[src/rtl/aig_pkg.sv]
package aig_pkg;

   typedef enum logic [1:0] {
      CLS_NONE  = 2'd0,
      CLS_IRQ   = 2'd1,
      CLS_TRAPA = 2'd2,
      CLS_TRAPB = 2'd3
   } ev_class_e;

   function automatic int unsigned idx_bits(int unsigned n);
      return (n < 2) ? 1 : $clog2(n);
   endfunction

   function automatic int unsigned max3(int unsigned a, int unsigned b, int unsigned c);
      int unsigned m;
      m = (a > b) ? a : b;
      return (m > c) ? m : c;
   endfunction

endpackage

[src/rtl/aig_first_set.sv]
module aig_first_set #(
   parameter int N    = 4,
   parameter int ID_W = 2
) (
   input  logic [N-1:0]    req_i,
   output logic            valid_o,
   output logic [ID_W-1:0] id_o
);

   generate
      if (N == 1) begin : g_single
         assign valid_o = req_i[0];
         assign id_o    = '0;
      end else begin : g_scan
         always_comb begin
            valid_o = 1'b0;
            id_o    = '0;
            for (int i = N - 1; i >= 0; i--) begin
               if (req_i[i]) begin
                  valid_o = 1'b1;
                  id_o    = ID_W'(i);
               end
            end
         end
      end
   endgenerate

endmodule

[src/rtl/aig_irq_arb.sv]
module aig_irq_arb #(
   parameter int NUM_IRQ = 8,
   parameter int PRIO_W  = 4,
   parameter int ID_W    = 3
) (
   input  logic [NUM_IRQ-1:0]        req_i,
   input  logic [NUM_IRQ*PRIO_W-1:0] prio_i,
   input  logic [PRIO_W-1:0]         level_i,
   output logic                      valid_o,
   output logic [ID_W-1:0]           id_o,
   output logic [PRIO_W-1:0]         prio_o
);

   logic [PRIO_W-1:0] line_prio [NUM_IRQ];

   generate
      for (genvar g = 0; g < NUM_IRQ; g++) begin : g_unpack
         assign line_prio[g] = prio_i[g*PRIO_W +: PRIO_W];
      end
   endgenerate

   // strict compare keeps the lowest index on equal priority
   always_comb begin
      valid_o = 1'b0;
      id_o    = '0;
      prio_o  = '0;
      for (int i = 0; i < NUM_IRQ; i++) begin
         if (req_i[i] && (line_prio[i] > level_i) &&
             (!valid_o || (line_prio[i] > prio_o))) begin
            valid_o = 1'b1;
            id_o    = ID_W'(i);
            prio_o  = line_prio[i];
         end
      end
   end

endmodule

[src/rtl/aig_lock_ctr.sv]
module aig_lock_ctr #(
   parameter int MAX_LOCK = 4,
   parameter int CNT_W    = 3
) (
   input  logic             clk,
   input  logic             rst_n,
   input  logic             retire_i,
   input  logic             load_i,
   input  logic [CNT_W-1:0] load_cnt_i,
   input  logic             clear_i,
   output logic [CNT_W-1:0] cnt_o,
   output logic             mask_o
);

   localparam logic [CNT_W-1:0] MAXV = CNT_W'(MAX_LOCK);
   localparam logic [CNT_W-1:0] ONE  = CNT_W'(1);

   logic [CNT_W-1:0] cnt_q;
   logic [CNT_W-1:0] load_val;

   always_comb begin
      if (load_cnt_i == '0)
         load_val = ONE;
      else if (load_cnt_i > MAXV)
         load_val = MAXV;
      else
         load_val = load_cnt_i;
   end

   // closed at the atomic itself and at every locked retire but the last
   assign mask_o = load_i | (cnt_q > ONE);
   assign cnt_o  = cnt_q;

   always_ff @(posedge clk) begin
      if (!rst_n)
         cnt_q <= '0;
      else if (retire_i) begin
         if (clear_i)
            cnt_q <= '0;
         else if (load_i)
            cnt_q <= load_val;
         else if (cnt_q != '0)
            cnt_q <= cnt_q - ONE;
      end
   end


   lock_hold_chk: assert property (@(posedge clk) disable iff (!rst_n)
      !retire_i |=> $stable(cnt_q));

   lock_load_range_chk: assert property (@(posedge clk) disable iff (!rst_n)
      retire_i && load_i && !clear_i |=> (cnt_q != '0) && (cnt_q <= MAXV));

   lock_clear_chk: assert property (@(posedge clk) disable iff (!rst_n)
      retire_i && clear_i |=> cnt_q == '0);

   lock_step_chk: assert property (@(posedge clk) disable iff (!rst_n)
      retire_i && !load_i && !clear_i && (cnt_q != '0) |=> cnt_q == $past(cnt_q) - ONE);

endmodule

[src/rtl/atomic_irq_gate.sv]
module atomic_irq_gate
   import aig_pkg::*;
#(
   parameter int NUM_IRQ  = 8,
   parameter int PRIO_W   = 4,
   parameter int NUM_TA   = 3,
   parameter int NUM_TB   = 3,
   parameter int MAX_LOCK = 4,
   parameter int CNT_W    = $clog2(MAX_LOCK + 1),
   parameter int ID_W     = idx_bits(max3(NUM_IRQ, NUM_TA, NUM_TB))
) (
   input  logic                      clk,
   input  logic                      rst_n,
   input  logic                      retire_i,
   input  logic                      atomic_i,
   input  logic [CNT_W-1:0]          atomic_cnt_i,
   input  logic [PRIO_W-1:0]         cpu_level_i,
   input  logic [NUM_IRQ-1:0]        irq_req_i,
   input  logic [NUM_IRQ*PRIO_W-1:0] irq_prio_i,
   input  logic [NUM_TA-1:0]         trap_a_i,
   input  logic [NUM_TB-1:0]         trap_b_i,
   output logic                      take_o,
   output logic [1:0]                take_class_o,
   output logic [ID_W-1:0]           take_id_o,
   output logic                      lock_o
);

   generate
      if (NUM_IRQ < 1 || NUM_TA < 1 || NUM_TB < 1 || PRIO_W < 1) begin : g_bad_size
         $error("atomic_irq_gate: every source count and PRIO_W must be at least 1");
      end
      if (MAX_LOCK < 1 || CNT_W < $clog2(MAX_LOCK + 1)) begin : g_bad_lock
         $error("atomic_irq_gate: MAX_LOCK must be at least 1 and fit in CNT_W");
      end
      if ((1 << ID_W) < max3(NUM_IRQ, NUM_TA, NUM_TB)) begin : g_bad_id
         $error("atomic_irq_gate: ID_W too narrow for the source counts");
      end
   endgenerate

   logic              irq_v, ta_v, tb_v, mask;
   logic [ID_W-1:0]   irq_id, ta_id, tb_id;
   logic [PRIO_W-1:0] irq_prio;
   logic [CNT_W-1:0]  lock_cnt;

   aig_irq_arb #(.NUM_IRQ(NUM_IRQ), .PRIO_W(PRIO_W), .ID_W(ID_W)) u_arb (
      .req_i   (irq_req_i),
      .prio_i  (irq_prio_i),
      .level_i (cpu_level_i),
      .valid_o (irq_v),
      .id_o    (irq_id),
      .prio_o  (irq_prio)
   );

   aig_first_set #(.N(NUM_TA), .ID_W(ID_W)) u_trap_a (
      .req_i (trap_a_i), .valid_o (ta_v), .id_o (ta_id)
   );

   aig_first_set #(.N(NUM_TB), .ID_W(ID_W)) u_trap_b (
      .req_i (trap_b_i), .valid_o (tb_v), .id_o (tb_id)
   );

   aig_lock_ctr #(.MAX_LOCK(MAX_LOCK), .CNT_W(CNT_W)) u_lock (
      .clk        (clk),
      .rst_n      (rst_n),
      .retire_i   (retire_i),
      .load_i     (atomic_i),
      .load_cnt_i (atomic_cnt_i),
      .clear_i    (tb_v),
      .cnt_o      (lock_cnt),
      .mask_o     (mask)
   );

   ev_class_e       pick_cls;
   logic [ID_W-1:0] pick_id;

   always_comb begin
      pick_cls = CLS_NONE;
      pick_id  = '0;
      if (retire_i) begin
         if (tb_v) begin
            pick_cls = CLS_TRAPB;
            pick_id  = tb_id;
         end else if (!mask && ta_v) begin
            pick_cls = CLS_TRAPA;
            pick_id  = ta_id;
         end else if (!mask && irq_v) begin
            pick_cls = CLS_IRQ;
            pick_id  = irq_id;
         end
      end
   end

   always_ff @(posedge clk) begin
      if (!rst_n) begin
         take_o       <= 1'b0;
         take_class_o <= CLS_NONE;
         take_id_o    <= '0;
      end else begin
         take_o       <= (pick_cls != CLS_NONE);
         take_class_o <= pick_cls;
         take_id_o    <= pick_id;
      end
   end

   assign lock_o = (lock_cnt != '0);


   irq_level_chk: assert property (@(posedge clk) disable iff (!rst_n)
      take_o && (take_class_o == CLS_IRQ) |-> $past(irq_prio) > $past(cpu_level_i));

   trap_a_any_level_chk: assert property (@(posedge clk) disable iff (!rst_n)
      retire_i && !mask && (|trap_a_i) && !(|trap_b_i) |=> take_o && (take_class_o == CLS_TRAPA));

   masked_chk: assert property (@(posedge clk) disable iff (!rst_n)
      take_o && ((take_class_o == CLS_IRQ) || (take_class_o == CLS_TRAPA)) |-> !$past(mask));

   atomic_lock_chk: assert property (@(posedge clk) disable iff (!rst_n)
      retire_i && atomic_i && !(|trap_b_i) |=> lock_o && (take_class_o != CLS_IRQ) && (take_class_o != CLS_TRAPA));

   trap_b_chk: assert property (@(posedge clk) disable iff (!rst_n)
      retire_i && (|trap_b_i) |=> take_o && (take_class_o == CLS_TRAPB) && !lock_o);

   no_retire_chk: assert property (@(posedge clk) disable iff (!rst_n)
      !retire_i |=> !take_o);

   class_code_chk: assert property (@(posedge clk) disable iff (!rst_n)
      take_o == (take_class_o != CLS_NONE));

endmodule

[config.mk]
export PLATFORM = sky130hd
export DESIGN_NAME = atomic_irq_gate
export DESIGN_NICKNAME = d
export VERILOG_FILES = /design/src/rtl/aig_pkg.sv /design/src/rtl/aig_first_set.sv /design/src/rtl/aig_irq_arb.sv /design/src/rtl/aig_lock_ctr.sv /design/src/rtl/atomic_irq_gate.sv
export SDC_FILE = /design/constraint.sdc
export NUM_CORES = 1
export LEC_CHECK = 0
export ABC_AREA = 1
export BUFFER_PORTS_ARGS = -buffer_cell sky130_fd_sc_hd__buf_2
export CAP_MARGIN = 20
export CORE_MARGIN = 4
export CORE_UTILIZATION = 45
export CTS_CLUSTER_DIAMETER = 40
export DETAILED_ROUTE_END_ITERATION = 12
export HOLD_SLACK_MARGIN = 0.15
export PLACE_DENSITY = 0.69
export SLEW_MARGIN = 20
export SYNTH_ARGS = -nofsm -noshare
export SYNTH_HDL_FRONTEND = slang
export SYNTH_SLANG_ARGS = --single-unit
[constraint.sdc]
create_clock -name clk -period 11.2 [get_ports clk]
set_clock_uncertainty 0.15 [all_clocks]
set_input_delay 2.24 -clock clk [delete_from_list [all_inputs] [get_ports clk]]
set_output_delay 2.24 -clock clk [all_outputs]
set_load 0.01 [all_outputs]
==> impl_metrics.tcl, run 1 <==
set metrics [dict create \
    status "finished clean" \
    leakage_nw 1.88 \
    initial_utilization_pct 46.1 \
    synth_adder_area_share_pct 31.0 \
    htreeDepth 1 \
    clkSinkCount 9 \
    worst_path_largest_cell_delay_ps 310 \
    grt.total_usage_pct 17.6 \
    synth-seq-cells 9 \
    die_area_sq_mm 0.00691 \
    worstPathRequired_ps 11180 \
    yosysTopAreaCell "ha_1" \
    grt_max_degree 10 \
    cts_root_buf "clkbuf_8" \
    grt-ovfl-total 0 \
    synth_area_leaders "ha_1, nand2_1, inv_1" \
    tightest_slew_ps 604 \
    hold_viol 0 \
    async_flop_share_pct 0 \
    port_buffers 63 \
    dp_hpwl_mm 5.42 \
    cap_violations 0 \
    synth_area_per_cell_sq_um 6.42 \
    avgViaCountPerCell 5.00 \
    timing.rr.end "take_id_o[0]$_SDFF_PN0_" \
    diodes 0 \
    die_h_um 83.1 \
    antenna_found_initial 0 \
    arrival_ps 10600 \
    die_w_um 83.1 \
    grt_pass1_wl_mm 10.5 \
    layout.nets 592 \
    synthSimpleGateAreaFrac_pct 35.4 \
    wl_per_cell_um 12.2 \
    slew_headroom_pct 59.4 \
    startpoint "cpu_level_i[0]" \
    route.detailed.drc 0 \
    yosysWarnings 0 \
    fp.coreArea_sq_mm 0.00551 \
    dr.pass1.iters 5 \
    synth_fp_nets 516 \
    crit-reg2reg-launch "u_lock.cnt_o[1]$_SDFFE_PN0P_" \
    ys_top_cells_by_count "nand2_1, inv_1, ha_1, a21oi_1, nand3_1" \
    crit_fanout 9 \
    wl_mm 6.65 \
    synth_cells 396 \
    endpoint "take_id_o[1]$_SDFF_PN0_" \
    peakVddDrop_mv 0.0477 \
    synth_edf_count 0 \
    drt_iter0_markers 80 \
    p_per_area_mw_per_mm2 89.3 \
    clkSlewWorstSetupHoldPaths_ps 40 \
    fin_ws_ps 578 \
    rows 27 \
    io_pins 64 \
    clkLatencyLatePin_ps 230 \
    place_ws_ps 188 \
    slew_violations 0 \
    cts_tree "yes" \
    synth_area_sq_mm 0.00254 \
    fmax_ghz 0.0941 \
    end_kind "register" \
    hold_class "register to register" \
    clockBufferDepth 2 \
    via_count 2716 \
    min_period_ps 10620 \
    layout-drive-gt1-share_pct 27.8 \
    yosysMostFrequentCell "nand2_1" \
    cp_common_cell "nand2_1" \
    synth_top_family_by_area "simple AND/OR/NAND/NOR gates" \
    synthXorXnorAreaFrac_pct 0 \
    yosysTopAreaCellShare_pct 31.0 \
    reg2reg_setup_slack_ps 9220 \
    ant_nets 0 \
    rr_worst_depth 11 \
    ys.flop_type "dfxtp_1" \
    cts_made_buffers 3 \
    synth_compound_area_share_pct 15.7 \
    routabilityCongestion 0.865 \
    p_total_mw 0.287 \
    setup_violations 0 \
    area_growth_pct 26.4 \
    slowest_stage "ha_1" \
    grt_pass1_vias 2473 \
    synth_cell_type_count 32 \
    synthMuxAreaShare_pct 0 \
    start_kind "input port" \
    worst-setup-path-type "input port to register" \
    fin_crit_sh_pct 94.8 \
    ys_seq_area_share_pct 7.09 \
]
==> registers in the layout (all words and copies together), names as in the netlist <==
signal        count
take_class_o      2
take_id_o         3
take_o            1
u_lock.cnt_o      3
==> routing by layer <==
metal / share of wire, % / vias up / wire, um / GRT usage, %
met5: 0 / - / 0 / 0
li1: - / 1459 / - / -
met4: 1.5 / 0 / 97 / 4.16
met1: 43 / 1185 / 2830 / 21.6
met2: 50 / 64 / 3350 / 32.3
met3: 5.7 / 8 / 377 / 2.28
==> cells by family (layout without fill, tap and decap cells) <==
family,after synthesis,count (layout)
flops,9,9
buf+inv,73,147
compound gates,70,70
simple gates,181,182
fa+ha+maj,63,63
==> cell type report <==
type	instances	area [sq um]
Fill cell	534	2290
Inverter	73	279
Multi-Input combinational cell	315	2250
Sequential cell	9	180
Clock buffer	4	45.0
Timing Repair Buffer	70	370
Tap cell	72	90.1
==> how the worst min path moves through the flow <==
stage | startpoint | endpoint | slack (ps) | cells past startpoint
after floorplan | u_lock.cnt_o[2]$_SDFFE_PN0P_ | u_lock.cnt_o[2]$_SDFFE_PN0P_ | 320 | 2
after global placement | u_lock.cnt_o[2]$_SDFFE_PN0P_ | u_lock.cnt_o[2]$_SDFFE_PN0P_ | 360 | 2
after detailed placement | u_lock.cnt_o[2]$_SDFFE_PN0P_ | u_lock.cnt_o[2]$_SDFFE_PN0P_ | 350 | 2
after CTS | u_lock.cnt_o[2]$_SDFFE_PN0P_ | u_lock.cnt_o[2]$_SDFFE_PN0P_ | 360 | 2
after global routing | u_lock.cnt_o[2]$_SDFFE_PN0P_ | u_lock.cnt_o[2]$_SDFFE_PN0P_ | 390 | 2
final | u_lock.cnt_o[2]$_SDFFE_PN0P_ | u_lock.cnt_o[2]$_SDFFE_PN0P_ | 360 | 2
==> power breakdown <==
group          switching [mW]  internal (mW)  leakage (nW)
Combinational           0.126         0.0898          1.78
Clock                  0.0122         0.0247        0.0228
Sequential           0.000505         0.0337        0.0740
==> what timing repair did <==
| item | 4_1_cts | 5_1_grt |
|---|---|---|
| setup buffers | 0 | 4 |
| endpoints found under the setup margin | 0 | 3 |
| hold buffers | 0 | 0 |
| resized for setup | 0 | 45 |
==> critical path: cells and delay by family <==
| kind | cells | cell delay, ps |
|---|---|---|
| and+or+nand+nor | 39 | 3730 |
| adders and majority gates | 8 | 2210 |
| AOI/OAI and AO/OA | 18 | 1840 |
| buffers and inverters | 7 | 530 |
==> cells in the final DEF (no fill, tap or decap), drive strengths merged <==
master and n:
buf 69, o21ai 25, or2 7, inv 73
nand3b 1, a221oi 1, clkbuf 5, nand4 7
and2 10, o22ai 1, a211oi 1, nand3 27
o31ai 1, dfxtp 9, nor3 2, ha 63
nand2 112, o21bai 3, o21a 5, o211ai 3
a21oi 30, nor2 16
==> through the flow <==
step           hold slack, ps  area (sq um)  std cells  TNS [ps]  util (%)
5_1_grt                   390          3210        543      -190      58.3
6_report                  363          3210        543         0      58.3
4_1_cts                   361          3010        538         0      54.7
3_5_place_dp              352          2970        534         0      53.9
2_1_floorplan             324          2540        396         0         -
3_3_place_gp              361          2970        534         0      53.9
Power figures use the tool's default switching activity.
==> run 2, diff against run 1 <==
--- a/config.mk
+++ b/config.mk
@@ -5,7 +5,6 @@
 export SDC_FILE = /design/constraint.sdc
 export NUM_CORES = 1
 export LEC_CHECK = 0
-export ABC_AREA = 1
 export BUFFER_PORTS_ARGS = -buffer_cell sky130_fd_sc_hd__buf_2
 export CAP_MARGIN = 20
 export CORE_MARGIN = 4
@@ -13,7 +12,7 @@
 export CTS_CLUSTER_DIAMETER = 40
 export DETAILED_ROUTE_END_ITERATION = 12
 export HOLD_SLACK_MARGIN = 0.15
-export PLACE_DENSITY = 0.69
+export PLACE_DENSITY = 0.7
 export SLEW_MARGIN = 20
 export SYNTH_ARGS = -nofsm -noshare
 export SYNTH_HDL_FRONTEND = slang
==> run 2 against run 1 <==
The run now ends with setup timing left; setup slack worse by 2000 ps; die area decreased by 2.6%; critical path depth decreased by 13; clock-buffer cell count is the same; combinational power grew 32%; routed wire length increased by 26%; sequential power shrank 1%; area after synthesis fell by 2.9%; non-clock buffer count grew 68; register-to-register slack lost 400 ps; global-route usage is 6.7 points higher; largest cell class unchanged; highest routed layer unchanged.
==> impl_metrics.tcl, run 2 <==
set metrics [dict create \
    timing.rr.end "take_id_o[0]$_SDFF_PN0_" \
    clkSlewWorstSetupHoldPaths_ps 50 \
    synth_edf_count 0 \
    gr-usage-met2_pct 42.7 \
    layout-drive-gt1-share_pct 48.4 \
    ys_top_cells_by_count "ha_1, inv_1, a21oi_1, nand4_1, o21a_1" \
    grt_pass1_wl_mm 13.0 \
    antenna_found_initial 0 \
    route.detailed.drc 0 \
    drt_iter0_markers 225 \
    holdBufCountCts 0 \
    synth_fp_nets 427 \
    fp.coreArea_sq_mm 0.00520 \
    crit_fanout 5 \
    cp_common_cell "o21a_1" \
    fin_crit_sh_pct 112 \
    yosysTopAreaCellShare_pct 31.9 \
    hold_viol 0 \
    status "finished with violations" \
    crit-reg2reg-launch "u_lock.cnt_o[1]$_SDFFE_PN0P_" \
    dr.pass1.iters 5 \
    ys_seq_area_share_pct 7.30 \
    die_h_um 82.1 \
    hold_class "register to register" \
    io_pins 64 \
    worst_path_largest_cell_delay_ps 330 \
    wl_mm 8.36 \
    synth_area_sq_mm 0.00247 \
    placed_cell_area_sq_mm 0.00341 \
    die_area_sq_mm 0.00673 \
    violations "setup timing" \
    peakVddDrop_mv 0.0608 \
    routabilityCongestion 0.903 \
    port_buffers 63 \
    tightest_slew_ps 676 \
    yosysWarnings 0 \
    avgViaCountPerCell 5.91 \
    arrival_ps 12550 \
    setup_violations 3 \
    rsz0062_at_grt "true" \
    yosysMostFrequentCell "ha_1" \
    die_w_um 82.1 \
    clkLatencyLatePin_ps 230 \
    grt_pass1_vias 2865 \
    slew_violations 0 \
    ant_nets 0 \
    async_flop_share_pct 0 \
    p_per_area_mw_per_mm2 93.0 \
    ys.flop_type "dfxtp_1" \
    synth_area_leaders "ha_1, dfxtp_1, a21oi_1" \
    finalInstanceArea_sq_mm 0.00383 \
    worst-setup-path-type "input port to register" \
    layout_common_cells "buf_4, buf_2, ha_1" \
    grt.total_usage_pct 24.3 \
    dp_hpwl_mm 6.44 \
    wl_per_cell_um 16.2 \
    end_kind "register" \
    rows 26 \
    layout.nets 567 \
    met1_usage_pct 30.9 \
    cts_made_buffers 3 \
    cap_violations 0 \
    startpoint "cpu_level_i[1]" \
    min_period_ps 12580 \
    layout_commonest_cell "buf_4" \
    yosysTopAreaCell "ha_1" \
    via_count 3049 \
    start_kind "input port" \
    slew_headroom_pct 54.9 \
    busiest_layer "met2" \
    leakage_nw 1.81 \
    nFillCells 397 \
    clockBufferDepth 2 \
    grt-ovfl-total 0 \
    htreeDepth 1 \
    diodes 0 \
    fmax_ghz 0.0795 \
    endpoint "take_id_o[0]$_SDFF_PN0_" \
    rr_worst_depth 8 \
    setup_tns_ps -3960 \
    timing.hold.ws_ps 399 \
    clkSinkCount 9 \
    reg2reg_setup_slack_ps 8820 \
    fin_ws_ps -1380 \
    synth_cell_type_count 57 \
    cts_root_buf "clkbuf_8" \
    worstPathRequired_ps 11170 \
    synth_area_per_cell_sq_um 8.04 \
    p_total_mw 0.356 \
    use_met3_pct 2.74 \
    initial_utilization_pct 47.4 \
    cts_tree "yes" \
    synth-seq-cells 9 \
    grt_max_degree 11 \
    area_growth_pct 55.2 \
    synth_cells 307 \
    slowest_stage "ha_1" \
]
run 2: cell types whose count changed in the layout (fill, tap and decap cells not counted), moves of 9 or more:
cell | before | now
nand3_1 | 18 | 5
inv_1 | 69 | 31
nor2b_1 | 0 | 9
o21ai_1 | 11 | 1
buf_4 | 7 | 73
nand2_4 | 9 | 0
o21a_1 | 5 | 14
nand2_1 | 95 | 11
run 2: stage by stage:
step                      cells  utilization (%)  setup WS [ps]
after floorplan             307                -          -1110
after global placement      491             65.4          -1430
after detailed placement    491             65.4          -1650
after CTS                   508             70.8          -1160
after global routing        516             73.6          -2010
final                       516             73.6          -1380
run 2: area by class of cell:
cell class	count	area (sq um)	area share (%)
Tap cell	70	87.6	2.29
Timing Repair Buffer	138	896	23.4
Multi-Input combinational cell	260	2490	64.9
Sequential cell	9	180	4.70
Clock buffer	4	45.0	1.18
Inverter	35	135	3.53
run 2: cell families (layout without fill, tap and decap cells):
logic type | Yosys count | in the layout | share of synthesized area, %
AO/OA/AOI/OAI | 121 | 121 | 37.2
flip-flops | 9 | 9 | 7.30
buffers and inverters | 38 | 177 | 5.98
multiplexers | 4 | 4 | 1.82
AND/OR/NAND/NOR | 72 | 72 | 15.8
adder cells (fa/ha/maj) | 63 | 63 | 31.9
run 2: power breakdown:
group	total, mW	internal (mW)	switching (mW)
Clock	0.0367	0.0247	0.0120
Combinational	0.286	0.148	0.138
Sequential	0.0338	0.0333	0.000510
run 2: layer usage:
layer  vias up  share of wire, %
li1       1487                 -
met1      1420                43
met2       116                49
met3        26               5.5
met4         0               2.7
met5         -                 0
run 2: timing repair:
| item | CTS | global route |
|---|---|---|
| setup buffers | 13 | 9 |
| endpoints found under the setup margin | 3 | 3 |
| resized for setup | 30 | 20 |
| pin swaps | 27 | 15 |
| gates cloned | 0 | 0 |
run 2: worst max-delay path, delay by kind of cell:
family	cells	cell delay [ps]
fa+ha+maj	8	2110
mux	1	310
compound gates	37	6490
buf+inv	5	390
simple gates	8	1050
run 2: how the worst min path moves through the flow:
stage                                            start                           end  slack (ps)  depth (start not counted)
final                     u_lock.cnt_o[1]$_SDFFE_PN0P_  u_lock.cnt_o[1]$_SDFFE_PN0P_         400                          2
after detailed placement  u_lock.cnt_o[1]$_SDFFE_PN0P_  u_lock.cnt_o[1]$_SDFFE_PN0P_         360                          2
after global placement    u_lock.cnt_o[1]$_SDFFE_PN0P_  u_lock.cnt_o[1]$_SDFFE_PN0P_         360                          2
after CTS                 u_lock.cnt_o[1]$_SDFFE_PN0P_  u_lock.cnt_o[1]$_SDFFE_PN0P_         400                          2
after global routing      u_lock.cnt_o[1]$_SDFFE_PN0P_  u_lock.cnt_o[1]$_SDFFE_PN0P_         430                          2
after floorplan           u_lock.cnt_o[1]$_SDFFE_PN0P_  u_lock.cnt_o[1]$_SDFFE_PN0P_         330                          2
==> run 3, diff against run 2 <==
--- a/config.mk
+++ b/config.mk
@@ -11,6 +11,8 @@
 export CORE_UTILIZATION = 45
 export CTS_CLUSTER_DIAMETER = 40
 export DETAILED_ROUTE_END_ITERATION = 12
+export GPL_ROUTABILITY_DRIVEN = 0
+export GPL_TIMING_DRIVEN = 0
 export HOLD_SLACK_MARGIN = 0.15
 export PLACE_DENSITY = 0.7
 export SLEW_MARGIN = 20
==> run 3 against run 2 <==
The run still ends with setup timing left; critical path depth rose by 1; first-iteration DRC count is 15% lower; register-to-register slack improved by 30 ps; core utilization shrank 1.9 points; routed wire length decreased by 1.8%; sequential share of layout area increased by 0.13 points; worst hold slack worse by 29 ps; via count is 3.5% lower; cell count shrank 4.1%; flip-flop and latch count stayed put; non-clock buffer count down 21; cell area is 2.6% lower; critical path type unchanged.
==> impl_metrics.tcl, run 3 (synthesized netlist as in run 2, its figures left out) <==
set metrics [dict create \
    avgViaCountPerCell 5.94 \
    clkSinkCount 9 \
    intPower_mw 0.209 \
    die_h_um 82.1 \
    hold_viol 0 \
    wl_per_cell_um 16.6 \
    timing.hold.ws_ps 370 \
    power_frac_clock_pct 10.5 \
    worstHoldStart "u_lock.cnt_o[1]$_SDFFE_PN0P_" \
    fin_util_pct 71.7 \
    hold_depth 2 \
    crit_fanout 6 \
    end_kind "register" \
    rsz0062_at_grt "true" \
    drt_iter0_markers 191 \
    initial_utilization_pct 47.4 \
    rows 26 \
    diodes 0 \
    cts_made_buffers 3 \
    holdBufCountCts 0 \
    worst-setup-path-type "input port to register" \
    start_kind "input port" \
    hold_class "register to register" \
    clkLatencyLatePin_ps 230 \
    place_ws_ps -2500 \
    path_depth 60 \
    grt_pass1_wl_mm 12.1 \
    die_w_um 82.1 \
    arrival_ps 12820 \
    combPwrFrac_pct 80.2 \
    cap_violations 0 \
    io_pins 64 \
    grt.total_usage_pct 22.6 \
    reg2reg_setup_slack_ps 8850 \
    cp_common_cell "o21a_1" \
    antenna_found_initial 0 \
    dr.pass1.iters 4 \
    worst_path_largest_cell_delay_ps 400 \
    fp.coreArea_sq_mm 0.00520 \
    dp_hpwl_mm 5.74 \
    status "finished with violations" \
    port_buffers 62 \
    rr_worst_depth 8 \
    clkSlewWorstSetupHoldPaths_ps 40 \
    grt_max_degree 11 \
    layout_commonest_cell "buf_2" \
    clockBufferDepth 2 \
    slew_headroom_pct 54.8 \
    cts_tree "yes" \
    switching_power_mw 0.155 \
    layout-drive-gt1-share_pct 45.6 \
    area_growth_pct 51.1 \
    leakage_nw 1.71 \
    switching_share_pct 42.6 \
    peakVddDrop_mv 0.0593 \
    fin_ws_ps -1640 \
    seqPwrFrac_pct 9.3 \
    via_count 2942 \
    ant_nets 0 \
    fmax_ghz 0.0779 \
    setup_violations 3 \
    crit_buf_inv 9 \
    wl_mm 8.21 \
    grt_pass1_vias 2771 \
    htreeDepth 1 \
    nFillCells 395 \
    route.detailed.drc 0 \
    worstPathRequired_ps 11180 \
    min_to "u_lock.cnt_o[1]$_SDFFE_PN0P_" \
    timing.rr.end "take_id_o[0]$_SDFF_PN0_" \
    tightest_slew_ps 678 \
    p_per_area_mw_per_mm2 97.5 \
    layout.nets 546 \
    path_delay_family "compound AO/OA/AOI/OAI gates" \
    violations "setup timing" \
    crit-reg2reg-launch "u_lock.cnt_o[1]$_SDFFE_PN0P_" \
    slowest_stage "a2111oi_4" \
    die_area_sq_mm 0.00673 \
    slew_violations 0 \
    grt-ovfl-total 0 \
    layout_common_cells "buf_2, ha_1, buf_4" \
    cts_root_buf "clkbuf_8" \
    setup_tns_ps -4780 \
    fin_crit_sh_pct 115 \
    min_period_ps 12840 \
]
## run 3: worst min-delay path: cells and delay by family, from the launching register on
kind	cells	cell delay (ps)
simple gates	1	90
compound gates	1	60
flops	1	330
## run 3: routing by layer
metal	track usage (%)	up-vias	share of wire, %
li1	-	1442	-
met1	28.1	1356	43
met2	39.7	122	47
met3	2.96	22	7.4
met4	7.64	0	3.0
met5	0	-	0
## run 3: timing repair
action                     in CTS  in global routing
hold endpoints to repair        0                  0
setup buffers                  41                 11
pin swaps                      23                  6
resized for setup              32                 19
setup endpoints to repair       3                  3
## run 3: power groups by stage
stage	registers (mW)	logic, mW	clock network (mW)
after floorplan	0.0348	0.148	0
after global placement	0.0344	0.191	0
after detailed placement	0.0344	0.197	0
after CTS	0.0338	0.253	0.0388
after global routing	0.0339	0.316	0.0412
final	0.0338	0.292	0.0381
## run 3: area by class of cell
class / count / area, sq um / area share (%)
multi-input combinational: 260 / 2520 / 67.5
buffer: 3 / 18.8 / 0.503
sequential: 9 / 180 / 4.83
tap: 70 / 87.6 / 2.35
timing repair buffer: 114 / 738 / 19.8
clock buffer: 4 / 45.0 / 1.21
inverter: 35 / 143 / 3.82
## run 3: metrics by stage
step | std cells | area [sq um] | power (mW)
global placement | 439 | 3010 | 0.226
global route | 495 | 3730 | 0.391
floorplan | 307 | 2620 | 0.183
finish | 495 | 3730 | 0.364
CTS | 484 | 3510 | 0.325
detailed placement | 439 | 3010 | 0.231
## run 3: worst max path at each step
stage	start	endpoint	slack, ps
after floorplan	cpu_level_i[1]	take_id_o[0]$_SDFF_PN0_	-1110
after global placement	cpu_level_i[1]	take_id_o[0]$_SDFF_PN0_	-2320
after detailed placement	cpu_level_i[1]	take_id_o[0]$_SDFF_PN0_	-2500
after CTS	cpu_level_i[1]	take_id_o[0]$_SDFF_PN0_	-1280
after global routing	cpu_level_i[1]	take_id_o[0]$_SDFF_PN0_	-2020
final	cpu_level_i[3]	take_id_o[2]$_SDFF_PP0_	-1640
